===== config.mk =====
export PLATFORM = sky130hd
export DESIGN_NAME = i2s_clkgen
export DESIGN_NICKNAME = d
export VERILOG_FILES = /design/src/rtl/i2s_clkgen_pkg.sv /design/src/rtl/i2s_clkgen_ctrl.sv /design/src/rtl/i2s_clkgen_dp.sv /design/src/rtl/i2s_clkgen.sv
export SDC_FILE = /design/constraint.sdc
export NUM_CORES = 1
export LEC_CHECK = 0
export BUFFER_PORTS_ARGS = -buffer_cell sky130_fd_sc_hd__buf_2
export CORE_ASPECT_RATIO = 0.8
export CORE_MARGIN = 10
export CORE_UTILIZATION = 38
export DETAILED_ROUTE_END_ITERATION = 10
export PLACE_DENSITY = 0.75
export SETUP_SLACK_MARGIN = 0.2
export SLEW_MARGIN = 20
export SYNTH_ARGS = -nofsm -noshare
export SYNTH_HDL_FRONTEND = slang
export SYNTH_SLANG_ARGS = --single-unit
export TNS_END_PERCENT = 100

===== constraint.sdc =====
create_clock -name mclk -period 1.7 [get_ports mclk]
set_input_delay 0 -clock mclk [delete_from_list [all_inputs] [get_ports mclk]]
set_output_delay 0 -clock mclk [all_outputs]
set_load 0.005 [all_outputs]

===== src/rtl/i2s_clkgen_pkg.sv =====
package i2s_clkgen_pkg;

  localparam int CFG_W        = 32;
  localparam int BIT_ENABLE   = 31;
  localparam int BIT_USE_REG  = 29;
  localparam int BIT_FALL     = 19;
  localparam int LR_SEL_LSB   = 17;
  localparam int BIT_SDIV_HI  = 16;
  localparam int LR_SEL_W     = 2;
  localparam logic [LR_SEL_W-1:0] LR_SEL_BAD = 2'd3;

  // Strobes and active settings passed from the control to the datapath
  typedef struct packed {
    logic                run;       // effective enable
    logic                restart;   // first enabled cycle: zero both dividers
    logic                sdivHi;    // bit clock = master / 4 when set
    logic [LR_SEL_W-1:0] lrSel;     // active word-clock ratio code
    logic                fallAlign; // word clock moves on falling bit-clock edge
  } clkCmd_t;

endpackage


===== src/rtl/i2s_clkgen_ctrl.sv =====
module i2s_clkgen_ctrl
  import i2s_clkgen_pkg::*;
(
  input  logic             clk,
  input  logic             rstN,
  input  logic             cfgWe,
  input  logic [CFG_W-1:0] cfgWdata,
  input  logic [CFG_W-1:0] defaultCfg,
  input  logic             frameEnd,
  output clkCmd_t          cmd,
  output logic             cfgFromReg,
  output logic             ratioErr
);

  logic [CFG_W-1:0]    cfgReg;
  logic [CFG_W-1:0]    effCfg;
  logic                effEn;
  logic [LR_SEL_W-1:0] effLr;
  logic [LR_SEL_W-1:0] lastValidLr;
  logic [LR_SEL_W-1:0] candLr;
  logic                running;
  logic                restart;
  logic                activeSdiv;
  logic [LR_SEL_W-1:0] activeLr;
  logic                activePol;
  logic                loadActive;

  // Control word register
  always_ff @(posedge clk or negedge rstN) begin
    if (!rstN) cfgReg <= '0;
    else if (cfgWe) cfgReg <= cfgWdata;
  end

  // Choose between the register and the default port
  always_comb begin
    effCfg  = cfgReg[BIT_USE_REG] ? cfgReg : defaultCfg;
    effEn   = effCfg[BIT_ENABLE];
    effLr   = effCfg[LR_SEL_LSB +: LR_SEL_W];
    candLr  = (effLr == LR_SEL_BAD) ? lastValidLr : effLr;
    restart = effEn && !running;
    loadActive = restart || frameEnd;
  end

  // Track the last valid ratio, the run state and the error flag
  always_ff @(posedge clk or negedge rstN) begin
    if (!rstN) begin
      lastValidLr <= '0;
      running     <= 1'b0;
      ratioErr    <= 1'b0;
    end else begin
      lastValidLr <= candLr;
      running     <= effEn;
      ratioErr    <= (effLr == LR_SEL_BAD);
    end
  end

  // Settings become active only at restart or at a frame boundary
  always_ff @(posedge clk or negedge rstN) begin
    if (!rstN) begin
      activeSdiv <= 1'b0;
      activeLr   <= '0;
      activePol  <= 1'b0;
    end else if (loadActive) begin
      activeSdiv <= effCfg[BIT_SDIV_HI];
      activeLr   <= candLr;
      activePol  <= effCfg[BIT_FALL];
    end
  end

  always_comb begin
    cmd.run       = effEn;
    cmd.restart   = restart;
    cmd.sdivHi    = activeSdiv;
    cmd.lrSel     = activeLr;
    cmd.fallAlign = activePol;
    cfgFromReg    = cfgReg[BIT_USE_REG];
  end

  // An invalid ratio code is flagged on the following cycle
  assert_err_flag_R7: assert property (@(posedge clk) disable iff (!rstN)
    (effLr == LR_SEL_BAD) |=> ratioErr);

  // Running settings stay frozen between frame boundaries
  assert_hold_mid_frame_R9: assert property (@(posedge clk) disable iff (!rstN)
    (running && effEn && !frameEnd) |=>
      ($stable(activeLr) && $stable(activeSdiv) && $stable(activePol)));

endmodule


===== src/rtl/i2s_clkgen_dp.sv =====
module i2s_clkgen_dp
  import i2s_clkgen_pkg::*;
#(
  parameter int SCLK_DIV_LO = 2,
  parameter int SCLK_DIV_HI = 4,
  parameter int LR_BASE     = 32
) (
  input  logic    clk,
  input  logic    rstN,
  input  clkCmd_t cmd,
  output logic    sclk,
  output logic    lrclk,
  output logic    frameEnd
);

  localparam int SC_W       = $clog2(SCLK_DIV_HI);
  localparam int LC_W       = $clog2(LR_BASE * 2);
  localparam int LR_CODES   = 3;

  logic [SC_W-1:0] sCnt;
  logic [SC_W-1:0] sHalfLast;
  logic [LC_W-1:0] lrCnt;
  logic [LC_W-1:0] lrHalfLast;
  logic [LC_W-1:0] lrLastTbl [LR_CODES];
  logic            sclkQ;
  logic            lrclkQ;
  logic            sEdge;
  logic            alignEdge;
  logic            lrWrap;
  logic            active;

  // Half-period limits of the word clock, one for each valid code
  for (genvar k = 0; k < LR_CODES; k++) begin : gLrTbl
    assign lrLastTbl[k] = LC_W'(((LR_BASE / 2) << k) - 1);
  end

  always_comb begin
    sHalfLast  = cmd.sdivHi ? SC_W'(SCLK_DIV_HI / 2 - 1) : SC_W'(SCLK_DIV_LO / 2 - 1);
    case (cmd.lrSel)
      2'd1:    lrHalfLast = lrLastTbl[1];
      2'd2:    lrHalfLast = lrLastTbl[2];
      default: lrHalfLast = lrLastTbl[0];
    endcase
    active    = cmd.run && !cmd.restart;
    sEdge     = (sCnt == sHalfLast);
    alignEdge = sEdge && (cmd.fallAlign ? sclkQ : !sclkQ);
    lrWrap    = alignEdge && (lrCnt == lrHalfLast);
    frameEnd  = active && lrWrap && lrclkQ;
  end

  // Bit-clock divider
  always_ff @(posedge clk or negedge rstN) begin
    if (!rstN) begin
      sCnt  <= '0;
      sclkQ <= 1'b0;
    end else if (!active) begin
      sCnt  <= '0;
      sclkQ <= 1'b0;
    end else if (sEdge) begin
      sCnt  <= '0;
      sclkQ <= !sclkQ;
    end else begin
      sCnt  <= sCnt + 1'b1;
    end
  end

  // Word-clock divider, counting aligned bit-clock edges
  always_ff @(posedge clk or negedge rstN) begin
    if (!rstN) begin
      lrCnt  <= '0;
      lrclkQ <= 1'b0;
    end else if (!active) begin
      lrCnt  <= '0;
      lrclkQ <= 1'b0;
    end else if (lrWrap) begin
      lrCnt  <= '0;
      lrclkQ <= !lrclkQ;
    end else if (alignEdge) begin
      lrCnt  <= lrCnt + 1'b1;
    end
  end

  assign sclk  = sclkQ;
  assign lrclk = lrclkQ;

  // Disabled generator drives both clocks low
  assert_idle_low_R2: assert property (@(posedge clk) disable iff (!rstN)
    !cmd.run |=> (!sclkQ && !lrclkQ));

  // Word clock moves only together with a bit-clock edge
  assert_lr_on_sclk_edge_R5: assert property (@(posedge clk) disable iff (!rstN)
    (lrclkQ != $past(lrclkQ)) |-> (sclkQ != $past(sclkQ)));

  // Bit-clock counter never passes its half-period limit
  assert_scnt_bound_R3: assert property (@(posedge clk) disable iff (!rstN)
    sCnt <= sHalfLast);

  // Word-clock counter never passes its half-period limit
  assert_lrcnt_bound_R4: assert property (@(posedge clk) disable iff (!rstN)
    lrCnt <= lrHalfLast);

endmodule


===== src/rtl/i2s_clkgen.sv =====
module i2s_clkgen
  import i2s_clkgen_pkg::*;
#(
  parameter int SCLK_DIV_LO = 2,
  parameter int SCLK_DIV_HI = 4,
  parameter int LR_BASE     = 32
) (
  input  logic        mclk,
  input  logic        rstN,
  input  logic        cfgWe,
  input  logic [31:0] cfgWdata,
  input  logic [31:0] defaultCfg,
  output logic        sclk,
  output logic        lrclk,
  output logic        cfgFromReg,
  output logic        ratioErr
);

  clkCmd_t cmd;
  logic    frameEnd;

  i2s_clkgen_ctrl uCtrl (
    .clk        (mclk),
    .rstN       (rstN),
    .cfgWe      (cfgWe),
    .cfgWdata   (cfgWdata),
    .defaultCfg (defaultCfg),
    .frameEnd   (frameEnd),
    .cmd        (cmd),
    .cfgFromReg (cfgFromReg),
    .ratioErr   (ratioErr)
  );

  i2s_clkgen_dp #(
    .SCLK_DIV_LO (SCLK_DIV_LO),
    .SCLK_DIV_HI (SCLK_DIV_HI),
    .LR_BASE     (LR_BASE)
  ) uDp (
    .clk      (mclk),
    .rstN     (rstN),
    .cmd      (cmd),
    .sclk     (sclk),
    .lrclk    (lrclk),
    .frameEnd (frameEnd)
  );

  // Reset leaves every output low
  assert_reset_low_R1: assert property (@(posedge mclk)
    !rstN |-> (!sclk && !lrclk && !ratioErr && !cfgFromReg));

endmodule


-- Yosys cells after proc, flatten, opt, wreduce, memory -nomap -nowiden
Index checks and enable logic that the tools add are counted.
- register bits after elaboration: 50
- add/subtract/negate cells: 2
- eq/ne operators: 8
- muxes and demuxes: 14
- reduce and logical (&&, ||, !) cells: 11
- operators with widths (operator ; number):
    $mux W32 ; 1
    $mux W6 ; 3
    $pmux W6 S2 ; 1
    $add A6 B1 Y6 const B ; 1
    $eq A6 B6 Y1 ; 1
    $logic_and A1 B1 Y1 ; 6
    $mux W1 ; 6
    $mux W2 ; 3
    $eq A2 B2 Y1 const B ; 2
    $logic_not A1 Y1 ; 4
    $ne A2 B1 Y1 const B ; 2
    $ne A3 B1 Y1 const B ; 1
    $add A2 B1 Y2 const B ; 1
    $eq A2 B1 Y1 const B ; 1
    $eq A2 B2 Y1 ; 1
    $logic_or A1 B1 Y1 ; 1

-- Depth between registers and ports, before layout
Gate-level depths: netlist (run 1).
- depth in word-level cells: 7
- gate-level depth with buffers: 6
- depth with buffers taken out: 6

-- Modules after synthesis
Synthesis (run 1) repeated with hierarchy kept, for this count alone.
- cells, all modules: 114
- area, all modules: 1211.2 um2
- by module, submodules not included (module ; cells each ; instances ; sequential area each (um2) ; area an instance (um2)):
    i2s_clkgen_ctrl ; 54 ; 1 ; 350.3 ; 645.6
    i2s_clkgen_dp ; 60 ; 1 ; 250.2 ; 565.5

-- Worst setup path after synthesis (run 1)
Ideal clock, no wire load.
- path kind: reg2reg
- from: register uCtrl.activeLr[0]
- to: register uCtrl.activeLr[0]
- library setup time: 0.125 ns
- arrival: 1.595 ns
- setup slack: -0.019 ns
- cell stages (with the launch flop): 7
- required time: 1.575 ns
- path through: dfrtp_1 > inv_1 > ha_1 > xor2_1 > and2_2 > a41oi_4 > mux2_2
- cells in the longest elaborated chain, start to end: 7
- elaborated cells between the ends (all ways): 8
- those cells by class: eq/ne: 3; mux: 1; reduce/logical: 4
- RTL lines (what ; line ; text):
    from (decl) ; i2s_clkgen_ctrl.sv:24 ; logic [LR_SEL_W-1:0] activeLr;
    from (signal assigned) ; i2s_clkgen_ctrl.sv:65 ; activeLr <= candLr;
    $eq A2 B2 Y1 or $eq A2 B1 Y1 (tied branches) ; i2s_clkgen_dp.sv:39 ; case (cmd.lrSel)
    $pmux W6 S2 * ; i2s_clkgen_dp.sv:39 ;
    $eq A6 B6 Y1 * ; i2s_clkgen_dp.sv:47 ; lrWrap = alignEdge && (lrCnt == lrHalfLast);
    $logic_and A1 B1 Y1 * ; i2s_clkgen_dp.sv:47 ;
    $logic_and A1 B1 Y1 * (2 in a row) ; i2s_clkgen_dp.sv:48 ; frameEnd = active && lrWrap && lrclkQ;
    $logic_or A1 B1 Y1 * ; i2s_clkgen_ctrl.sv:41 ; loadActive = restart || frameEnd;
Every way passes the cells marked *; elsewhere a longest branch is shown, timed or not.
A chain may end at the register's enable or synchronous reset.

-- Final worst setup path (run 1)
- from: register uCtrl.activeLr[1]
- to: register uCtrl.activeSdiv
- cells in the longest elaborated chain, start to end: 7
- elaborated cells between the ends (all ways): 8
- those cells by class: eq/ne: 3; mux: 1; reduce/logical: 4
- RTL lines (what ; line ; text):
    $eq A2 B2 Y1 or $eq A2 B1 Y1 (tied branches) ; i2s_clkgen_dp.sv:39 ;
    $pmux W6 S2 * ; i2s_clkgen_dp.sv:39 ;
    $eq A6 B6 Y1 * ; i2s_clkgen_dp.sv:47 ;
    $logic_and A1 B1 Y1 * ; i2s_clkgen_dp.sv:47 ;
    $logic_and A1 B1 Y1 * (2 in a row) ; i2s_clkgen_dp.sv:48 ;
    $logic_or A1 B1 Y1 * ; i2s_clkgen_ctrl.sv:41 ;
    to (signal assigned) ; i2s_clkgen_ctrl.sv:64 ; activeSdiv <= effCfg[BIT_SDIV_HI];
    to (decl) ; i2s_clkgen_ctrl.sv:23 ; logic activeSdiv;
Marked as above.

==> results by group, run 1 <==
Timing
  – Peak Freq: 562 MHz
  – Fin crit share: 105%
  – Final setup TNS: -0.311 ns
  – Post-route setup slack: -0.0789 ns
  – Fin. Hold Viols: 0
  – Max Slew Vio Count: 0
  – Clk_skew: 0.00300 ns
  – Final setup violation count: 4
  – Unrepaired setup endpoints after global routing: yes
  – Tightest Pin Transition: 0.533 ns
  – Fin crit period: 1.78 ns
  – Slew margin rel.: 64.5%

Floorplan
  – Die area: 0.00569 sq mm
  – Starting density of the core: 40.8%
  – Row cnt: 17
  – Core area: 0.00285 sq mm
  – Die X: 81.8 um
  – Die Height: 69.5 um
  – IO Pins: 71

Global routing
  – Initial antenna violation count: 0
  – GRT overflow: 0
  – Pin count of the biggest net entering global routing: 25
  – Number of global-route vias before repair: 927
  – GRT Total Usage: 9.65%
  – First-pass GRT wire length: 4470 um

Worst hold path
  – Hold crit path type: in2reg
  – Min-delay src: defaultCfg[31]
  – Hold path depth: 2
  – Hold EP: uCtrl.running

Final layout
  – Layout cell share with drive strength beyond 1: 42.9%
  – Most frequent cells in the layout: dfrtp_1 (22), buf_2 (17), buf_4 (12)
  – Final non-filler cell total: 178
  – N_diodes: 0
  – Layout area overhead: 37.5%
  – Final core occ: 56.1%
  – Post-layout nets: 210
  – Commonest non-fill, non-tap cell in the layout: dfrtp_1

Route
  – Final wirelength: 2610 um
  – Initial DRC count: 40
  – Drt wl/cell: 14.7 um
  – Drt pass-1 iters: 4
  – Antenna Violating Nets Remaining: 0
  – Vias per inst: 4.98
  – DRC: 0
  – Via count: 887

Placed design
  – Pre-CTS setup slack: -0.0348 ns
  – IO Port Bufs: 17
  – Post-DP HPWL: 1910 um
  – DP Cell Count: 162
  – Placer Congestion: 0.730

Flow run
  – Max-cap violations: 0

Yosys
  – Net count after synthesis: 169
  – Number of distinct library cells after synthesis: 28
  – Cells after Synth: 100
  – Synth top area cells: dfrtp_1 (52%), mux2_2 (9.7%), xnor2_1 (4.5%), o21ai_0 (3.4%), xor2_1 (3.0%)
  – Post-synthesis register bit count: 24
  – Synthesized area per cell: 11.6 sq um
  – Share of the synthesized area in the top cell type: 51.7%
  – Netlist Area Pre-Place: 0.00116 sq mm
  – Syn. warnings: 0
  – Sequential area share after synthesis: 51.7%
  – Area leader, netlist: dfrtp_1

Worst setup path
  – Capturing point of the worst reg2reg path: uCtrl.activeSdiv
  – WS Path Type: reg2reg
  – Crit path cell chain: ha_1, xor2_1, and2_4, a41oi_4, mux2_4
  – Worst path slowest cell: dfrtp_1
  – Worst Path Required: 1.86 ns
  – Setup crit end kind: register
  – CP Launch Type: register
  – Reg2Reg Depth: 5
  – Max incr delay on CP: 0.39 ns
  – Crit Path Max Fanout: 4
  – Worst EP arrival: 1.93 ns
  – Reg-to-Reg Start: uCtrl.activeLr[1]
  – R2R Setup Slk: -0.08 ns

Clocking
  – Bufs on Longest Clock Path: 2
  – TritonCTS clock tree: done
  – Clock buffer count from CTS: 3
  – Htree depth: 1
  – CTS Sinks: 24
  – Worst-Skew Late Latency: 0.26 ns
  – Worst-path clk slew: 0.08 ns
  – Root Driver: clkbuf_8

Status
  – Status: finished, violations left
  – Failing checks: negative setup slack

Pwr
  – Peak supply drop: 0.405 mV
  – Combinational power share: 31.3%
  – Clock Power Share: 27.8%
  – Register share of total power: 40.9%
  – LEAKAGE: 0.737 nW
  – Internal Power: 1.28 mW
  – PwrDens: 1110 mW/mm^2
  – Switching share of power: 28.2%
  – Switching pwr: 0.503 mW
[layout make-up]
| class | count | area [sq um] |
|---|---|---|
| clock buffer | 3 | 41.3 |
| clock inverter | 1 | 30.0 |
| timing repair buffer | 38 | 265 |
| inverter | 7 | 26.3 |
| multi-input combinational | 67 | 584 |
| tap | 38 | 47.5 |
| sequential | 24 | 603 |
| fill | 235 | 1250 |
[metal layers]
layer  vias up  track usage, %  part of all wire (%)
li1        429               -                     -
met1       444            11.4                    42
met4         0            3.18                   1.4
met5         -               0                     0
met3         4            2.58                   2.7
met2        10            16.1                    53
[worst max-delay path, delay by kind of cell, from the launching register on]
family | cells | cell delay [ns]
adder cells (fa/ha/maj) | 1 | 0.31
AO/OA/AOI/OAI | 1 | 0.32
XOR/XNOR | 1 | 0.16
AND/OR/NAND/NOR | 1 | 0.16
multiplexers | 1 | 0.33
flip-flops | 1 | 0.39
[kinds of logic (layout without fill, tap and decap cells)]
| logic type | count (synthesis) | in the layout | synth area share (%) |
|---|---|---|---|
| fa+ha+maj | 2 | 2 | 2.15 |
| mux | 13 | 13 | 12.7 |
| xor+xnor | 10 | 10 | 7.53 |
| compound gates | 17 | 17 | 10.4 |
| flops | 24 | 24 | 51.7 |
| simple gates | 25 | 25 | 11.9 |
| buf+inv | 9 | 49 | 3.55 |
[worst max path at each step]
stage                              to  slack (ns)         startpoint  cells after the start
finish               uCtrl.activeSdiv       -0.08  uCtrl.activeLr[1]                      5
global route          uCtrl.activePol       -0.14  uCtrl.activeLr[1]                      5
CTS                  uCtrl.activeSdiv       -0.05  uCtrl.activeLr[0]                      6
detailed placement  uCtrl.activeLr[0]       -0.03  uCtrl.activeLr[0]                      6
global placement    uCtrl.activeLr[0]        0.02  uCtrl.activeLr[0]                      6
floorplan           uCtrl.activeLr[0]        0.03   uCtrl.cfgReg[29]                      5
[sequential cells by signal, summed over array words and instances, names as in the netlist, 2 cells and up]
signal,count
uDp.sCnt,2
uDp.lrCnt,6
uCtrl.activeLr,2
uCtrl.lastValidLr,2
uCtrl.cfgReg,6
[power groups by stage]
stage / registers [mW] / logic [mW] / clock network (mW)
after floorplan: 0.711 / 0.331 / 0
after global placement: 0.719 / 0.458 / 0
after detailed placement: 0.726 / 0.478 / 0
after CTS: 0.722 / 0.524 / 0.508
after global routing: 0.740 / 0.615 / 0.525
final: 0.727 / 0.558 / 0.495
[metrics by stage]
stage	hold WS, ns	area [sq um]	total power, mW
after floorplan	-0.296	1180	1.04
after global placement	-0.00542	1370	1.18
after detailed placement	0.0126	1370	1.20
after CTS	0.0187	1550	1.75
after global routing	0.0241	1600	1.88
final	0.0250	1600	1.78
[cell usage after synthesis]
master	number
a21o_1	1
a21oi_1	3
a31o_2	1
a41oi_4	1
and2_2	1
and3_2	1
and4_4	1
buf_6	1
clkbuf_1	1
dfrtp_1	24
ha_1	2
inv_1	7
mux2_2	10
mux2_4	1
mux2i_1	2
nand2_1	4
nand3_1	2
nand4_1	3
nor2_1	7
nor2b_4	1
nor3_1	2
nor4_1	1
o211ai_1	2
o21ai_0	8
o31ai_1	1
or3_1	2
xnor2_1	6
xor2_1	4
[what timing repair did]
item,CTS,global route
endpoints found under the hold margin,31,0
hold buffers,9,0
pin swaps,0,9
setup endpoints to repair,6,10
buffers inserted,0,3
resized for setup,3,7
Note: power is estimated with default switching activity, not from simulation.
==> run 2: changes to the inputs <==
--- a/config.mk
+++ b/config.mk
@@ -8,12 +8,14 @@
 export BUFFER_PORTS_ARGS = -buffer_cell sky130_fd_sc_hd__buf_2
 export CORE_ASPECT_RATIO = 0.8
 export CORE_MARGIN = 10
-export CORE_UTILIZATION = 38
+export CORE_UTILIZATION = 39
+export CTS_CLUSTER_DIAMETER = 200
 export DETAILED_ROUTE_END_ITERATION = 10
-export PLACE_DENSITY = 0.75
+export PLACE_DENSITY = 0.76
 export SETUP_SLACK_MARGIN = 0.2
 export SLEW_MARGIN = 20
 export SYNTH_ARGS = -nofsm -noshare
 export SYNTH_HDL_FRONTEND = slang
+export SYNTH_HIERARCHICAL = 1
 export SYNTH_SLANG_ARGS = --single-unit
 export TNS_END_PERCENT = 100
==> results by group, run 2 <==
Status
  – Status: finished, violations left
  – Failing checks: negative setup slack

Yosys
  – EDFF count, synth: 0
  – Syn. warnings: 6
  – Cells after Synth: 114
  – Post-synthesis register bit count: 24
  – Share of the synthesized area in the top cell type: 49.6%
  – Netlist Area Pre-Place: 0.00121 sq mm
  – Most frequent cell after synthesis: dfrtp_1
  – Net count after synthesis: 183
  – Synthesized area per cell: 10.6 sq um
  – Number of distinct library cells after synthesis: 36
  – Ys flop type: dfrtp_1
  – Synth top area cells: dfrtp_1 (50%), mux2_2 (4.6%), mux2_4 (3.7%), nand2_1 (3.4%), o21ai_0 (2.5%)
  – Sequential area share after synthesis: 49.6%
  – Post-synth top cells: dfrtp_1 (24), nand2_1 (11), inv_1 (8)
  – Ys async rst share: 100%
  – Area leader, netlist: dfrtp_1

Worst hold path
  – Hold crit path type: in2reg
  – Min-delay src: defaultCfg[17]

Pwr
  – PwrDens: 1070 mW/mm^2
  – LEAKAGE: 0.758 nW
  – Peak supply drop: 0.848 mV
  – Total power: 1.77 mW

Global routing
  – GRT Total Usage: 10.2%
  – GRT overflow: 0
  – Pin count of the biggest net entering global routing: 25
  – Initial antenna violation count: 0
  – First-pass GRT wire length: 4750 um
  – Number of global-route vias before repair: 1029

Route
  – Vias per inst: 5.14
  – Antenna Violating Nets Remaining: 0
  – Drt pass-1 iters: 4
  – DRC: 0
  – Final wirelength: 2820 um
  – Drt wl/cell: 14.8 um
  – Initial DRC count: 122
  – Via count: 976

Flow run
  – Max-cap violations: 0

Floorplan
  – Starting density of the core: 39.8%
  – Row cnt: 18
  – Die Height: 69.8 um
  – Die X: 82.3 um
  – IO Pins: 71
  – Core area: 0.00304 sq mm
  – Die area: 0.00575 sq mm

Timing
  – Fin crit share: 102%
  – Unrepaired setup endpoints after global routing: yes
  – Fin crit period: 1.74 ns
  – Max Slew Vio Count: 0
  – Hold Slack: 0.00880 ns
  – Tightest Pin Transition: 0.523 ns
  – Slew margin rel.: 65.1%
  – Clk_skew: 0.00514 ns
  – Peak Freq: 575 MHz
  – Final setup TNS: -0.0737 ns
  – Fin. Hold Viols: 0
  – Post-route setup slack: -0.0394 ns
  – Final setup violation count: 3

Placed design
  – DP Cell Count: 177
  – Post-DP HPWL: 2090 um
  – Placer Congestion: 0.854
  – Pre-CTS setup slack: -0.0790 ns
  – DP Area: 0.00143 sq mm
  – IO Port Bufs: 17

Final layout
  – N_diodes: 0
  – Fillers: 270
  – Footprint of the multi-input gates: 636 sq um
  – Final core occ: 54.2%
  – Commonest non-fill, non-tap cell in the layout: dfrtp_1
  – Fin area: 0.00165 sq mm
  – Seq. cell area: 601 sq um
  – Biggest regs: uCtrl/cfgReg: 6 flops, uDp/lrCnt: 6 flops
  – Layout cell share with drive strength beyond 1: 42.0%
  – Final non-filler cell total: 190
  – Most frequent cells in the layout: dfrtp_1 (24), buf_2 (17), buf_4 (13)
  – Post-layout nets: 221
  – Layout area overhead: 36.0%

Clocking
  – Htree depth: 1
  – Root Driver: clkbuf_8
  – Worst-Skew Late Latency: 0.26 ns
  – Clock buffer count from CTS: 3
  – Bufs on Longest Clock Path: 2
  – TritonCTS clock tree: done
  – CTS Sinks: 24
  – Worst-path clk slew: 0.08 ns

Worst setup path
  – Worst EP arrival: 1.89 ns
  – Capturing point of the worst reg2reg path: uCtrl/activePol
  – Crit Path Max Fanout: 3
  – Reg-to-Reg Start: uCtrl/cfgReg[29]
  – Setup crit end kind: register
  – R2R Setup Slk: -0.04 ns
  – Worst Path Required: 1.85 ns
  – CP Launch Type: register
  – CP endpoint: uCtrl/activePol
  – Reg2Reg Depth: 7
  – WS Path Type: reg2reg
  – Setup crit start: uCtrl/cfgReg[29]
[run 2: per-layer routing]
layer / vias to the layer above / GRT usage [%] / wire (um)
met3: 8 / 3.11 / 106
met5: - / 0 / 0
met1: 471 / 12.8 / 1240
met4: 0 / 2.64 / 64
met2: 26 / 16.3 / 1410
li1: 471 / - / -
[run 2: cell families (layout without fill, tap and decap cells)]
group	Yosys count	count (layout)	share of synthesized area, %
muxes	10	10	10.0
xor gates and xnor gates	5	5	3.62
AOI/OAI and AO/OA	25	25	14.0
DFF	24	24	49.6
buffers and inverters	15	51	6.51
adders and majority gates	2	2	2.07
and+or+nand+nor	33	33	14.2
[run 2: worst min path at each step]
stage / depth (start not counted) / slack, ns / endpoint
floorplan: 0 / -0.30 / uCtrl/activeLr[0]
global placement: 1 / 0.0008 / uCtrl/ratioErr
detailed placement: 1 / 0.01 / uCtrl/ratioErr
CTS: 3 / 0.007 / uCtrl/ratioErr
global route: 3 / 0.02 / uCtrl/ratioErr
finish: 3 / 0.009 / uCtrl/ratioErr
[run 2: timing repair]
action,in CTS,in global routing
pin swaps,6,5
hold endpoints to repair,31,0
gates resized for setup,4,14
hold buffers,8,0
setup endpoints to repair,9,10
setup buffers,1,1
[run 2: cell type report]
| cell class | count | share of cell area (%) |
|---|---|---|
| Timing Repair Buffer | 40 | 17.6 |
| Tap cell | 40 | 3.04 |
| Clock buffer | 3 | 2.51 |
| Sequential cell | 24 | 36.5 |
| Multi-Input combinational cell | 75 | 38.6 |
| Inverter | 8 | 1.82 |
[run 2: worst max-delay path, cell delays in order (launching register included)]
cell     delay, ns
dfrtp_1       0.40
mux2_4        0.30
and2_4        0.15
nor2b_4       0.11
nand4_1       0.10
nor2_2        0.15
a21o_4        0.13
mux2_4        0.29
[run 2: report_power, final]
| group | internal, mW | switching (mW) |
|---|---|---|
| Combinational | 0.371 | 0.336 |
| Sequential | 0.654 | 0.0795 |
| Clock | 0.158 | 0.170 |
| Total | 1.18 | 0.586 |
==> run 3: changes to the inputs <==
--- a/config.mk
+++ b/config.mk
@@ -8,10 +8,10 @@
 export BUFFER_PORTS_ARGS = -buffer_cell sky130_fd_sc_hd__buf_2
 export CORE_ASPECT_RATIO = 0.8
 export CORE_MARGIN = 10
-export CORE_UTILIZATION = 39
+export CORE_UTILIZATION = 31
 export CTS_CLUSTER_DIAMETER = 200
 export DETAILED_ROUTE_END_ITERATION = 10
-export PLACE_DENSITY = 0.76
+export PLACE_DENSITY = 0.63
 export SETUP_SLACK_MARGIN = 0.2
 export SLEW_MARGIN = 20
 export SYNTH_ARGS = -nofsm -noshare
==> results by group, run 3 (synthesis results as in run 2) <==
Timing
  – Unrepaired setup endpoints after global routing: yes
  – Slew margin rel.: 65.0%
  – Post-route setup slack: -0.0176 ns
  – Clk_skew: 0.00135 ns
  – Hold Slack: 0.00560 ns
  – Fin crit period: 1.72 ns
  – Fin crit share: 101%
  – Max Slew Vio Count: 0
  – Final setup TNS: -0.0348 ns
  – Peak Freq: 582 MHz
  – Final setup violation count: 2
  – Tightest Pin Transition: 0.525 ns
  – Fin. Hold Viols: 0

Route
  – Via count: 1009
  – Antenna Violating Nets Remaining: 0
  – Drt wl/cell: 13.7 um
  – Final wirelength: 2880 um
  – DRC: 0
  – Drt pass-1 iters: 4
  – Vias per inst: 4.80
  – Initial DRC count: 52

Clocking
  – Clock buffer count from CTS: 3
  – CTS Sinks: 24
  – Htree depth: 1
  – Bufs on Longest Clock Path: 2
  – Root Driver: clkbuf_8
  – Worst-Skew Late Latency: 0.26 ns
  – Worst-path clk slew: 0.08 ns
  – TritonCTS clock tree: done

Floorplan
  – Die area: 0.00682 sq mm
  – Starting density of the core: 32.1%
  – Core area: 0.00378 sq mm
  – Die Height: 75.9 um
  – Row cnt: 20
  – Die X: 89.9 um
  – IO Pins: 71

Global routing
  – GRT overflow: 0
  – Initial antenna violation count: 0
  – Number of global-route vias before repair: 1034
  – First-pass GRT wire length: 4890 um
  – Pin count of the biggest net entering global routing: 25
  – GRT Total Usage: 8.30%

Pwr
  – Peak supply drop: 0.713 mV
  – Total power: 1.87 mW
  – LEAKAGE: 0.786 nW
  – PwrDens: 1080 mW/mm^2

Worst setup path
  – Worst Path Required: 1.86 ns
  – Reg2Reg Depth: 7
  – Crit path cell chain: mux2_4, and2_4, nor2b_4, nand4_1, nor2_2, a21o_4, mux2_4
  – Max incr delay on CP: 0.40 ns
  – Cell family with the largest share of critical-path delay: multiplexers
  – Reg-to-Reg Start: uCtrl/cfgReg[29]
  – CP dominant cell by count: mux2_4
  – R2R Setup Slk: -0.02 ns
  – Crit Path Max Fanout: 3
  – Capturing point of the worst reg2reg path: uCtrl/activeSdiv
  – Setup crit end kind: register
  – Combined buffer and inverter count along the critical path: 0
  – Critical path depth in cells: 7
  – WS Path Type: reg2reg
  – Worst EP arrival: 1.87 ns
  – CP Launch Type: register
  – Worst path slowest cell: dfrtp_1

Status
  – Status: finished, violations left
  – Failing checks: negative setup slack

Final layout
  – Commonest non-fill, non-tap cell in the layout: dfrtp_1
  – Fillers: 353
  – N_diodes: 0
  – Final non-filler cell total: 210
  – Most frequent cells in the layout: dfrtp_1 (23), buf_2 (17), buf_4 (16)
  – Layout cell share with drive strength beyond 1: 45.8%
  – Layout area overhead: 42.4%
  – Post-layout nets: 225
  – Biggest regs: uCtrl/cfgReg: 6 flops, uDp/lrCnt: 6 flops

Worst hold path
  – Hold path depth: 3
  – Hold EP: uCtrl/ratioErr
  – Min-delay src: defaultCfg[18]
  – Hold crit path type: in2reg

Placed design
  – Pre-CTS setup slack: -0.0521 ns
  – Placer Congestion: 0.804
  – DP Cell Count: 192
  – Post-DP HPWL: 2020 um
  – IO Port Bufs: 17

Flow run
  – Max-cap violations: 0
run 3: changes by cell type in the layout (fill, tap and decap cells not counted), sizes merged:
| cell | delta |
|---|---|
| clkbuf | +1 |
| buf | +5 |
| dlygate4sd3 | -1 |
run 3: worst max path at each step:
stage                      start               end  slack (ns)
4_1_cts         uCtrl/cfgReg[29]   uCtrl/activePol       -0.02
3_5_place_dp   uCtrl/activeLr[0]      uDp/lrCnt[5]       -0.05
3_3_place_gp   uCtrl/activeLr[0]  uCtrl/activeSdiv       -0.01
2_1_floorplan   uCtrl/cfgReg[29]   uCtrl/activePol       -0.31
6_report        uCtrl/cfgReg[29]  uCtrl/activeSdiv       -0.02
5_1_grt         uCtrl/cfgReg[29]   uCtrl/activePol       -0.10
run 3: power breakdown:
group	internal (mW)	total, mW	leakage [nW]	switching, mW
Combinational	0.407	0.752	0.453	0.345
Sequential	0.656	0.733	0.304	0.0770
Clock	0.207	0.382	0.0288	0.176
Total	1.27	1.87	0.786	0.598
run 3: layout make-up:
class | count | area, sq um | share of cell area (%)
clock buffers | 4 | 55.1 | 3.19
inverters | 8 | 30.0 | 1.74
multi-input cells | 75 | 644 | 37.4
flip-flops and latches | 24 | 602 | 34.9
well taps | 55 | 68.8 | 3.99
repair buffers | 44 | 324 | 18.8
run 3: tightest hold or removal path: cells and delay by family:
kind | cells | cell delay (ns)
buf+inv | 2 | 0.16
compound gates | 1 | 0.07
run 3: what timing repair did:
| item | CTS | global route |
|---|---|---|
| hold buffers | 7 | 0 |
| setup endpoints to repair | 9 | 14 |
| hold endpoints to repair | 30 | 0 |
| pin swaps | 11 | 6 |
| setup buffers | 7 | 0 |
| gates resized for setup | 11 | 10 |
run 3: per-stage QoR:
stage / instance area, sq um / utilization (%)
final: 1720 / 45.6
after floorplan: 1260 / -
after detailed placement: 1450 / 38.2
after CTS: 1670 / 44.2
after global routing: 1720 / 45.6
after global placement: 1450 / 38.2
run 3: metal layers:
layer / vias up / global-route usage (%) / share of wire [%]
met5: - / 0 / 0
met3: 2 / 2.46 / 3.7
met4: 0 / 2.38 / 0.38
li1: 485 / - / -
met1: 497 / 10.0 / 42
met2: 25 / 13.9 / 54
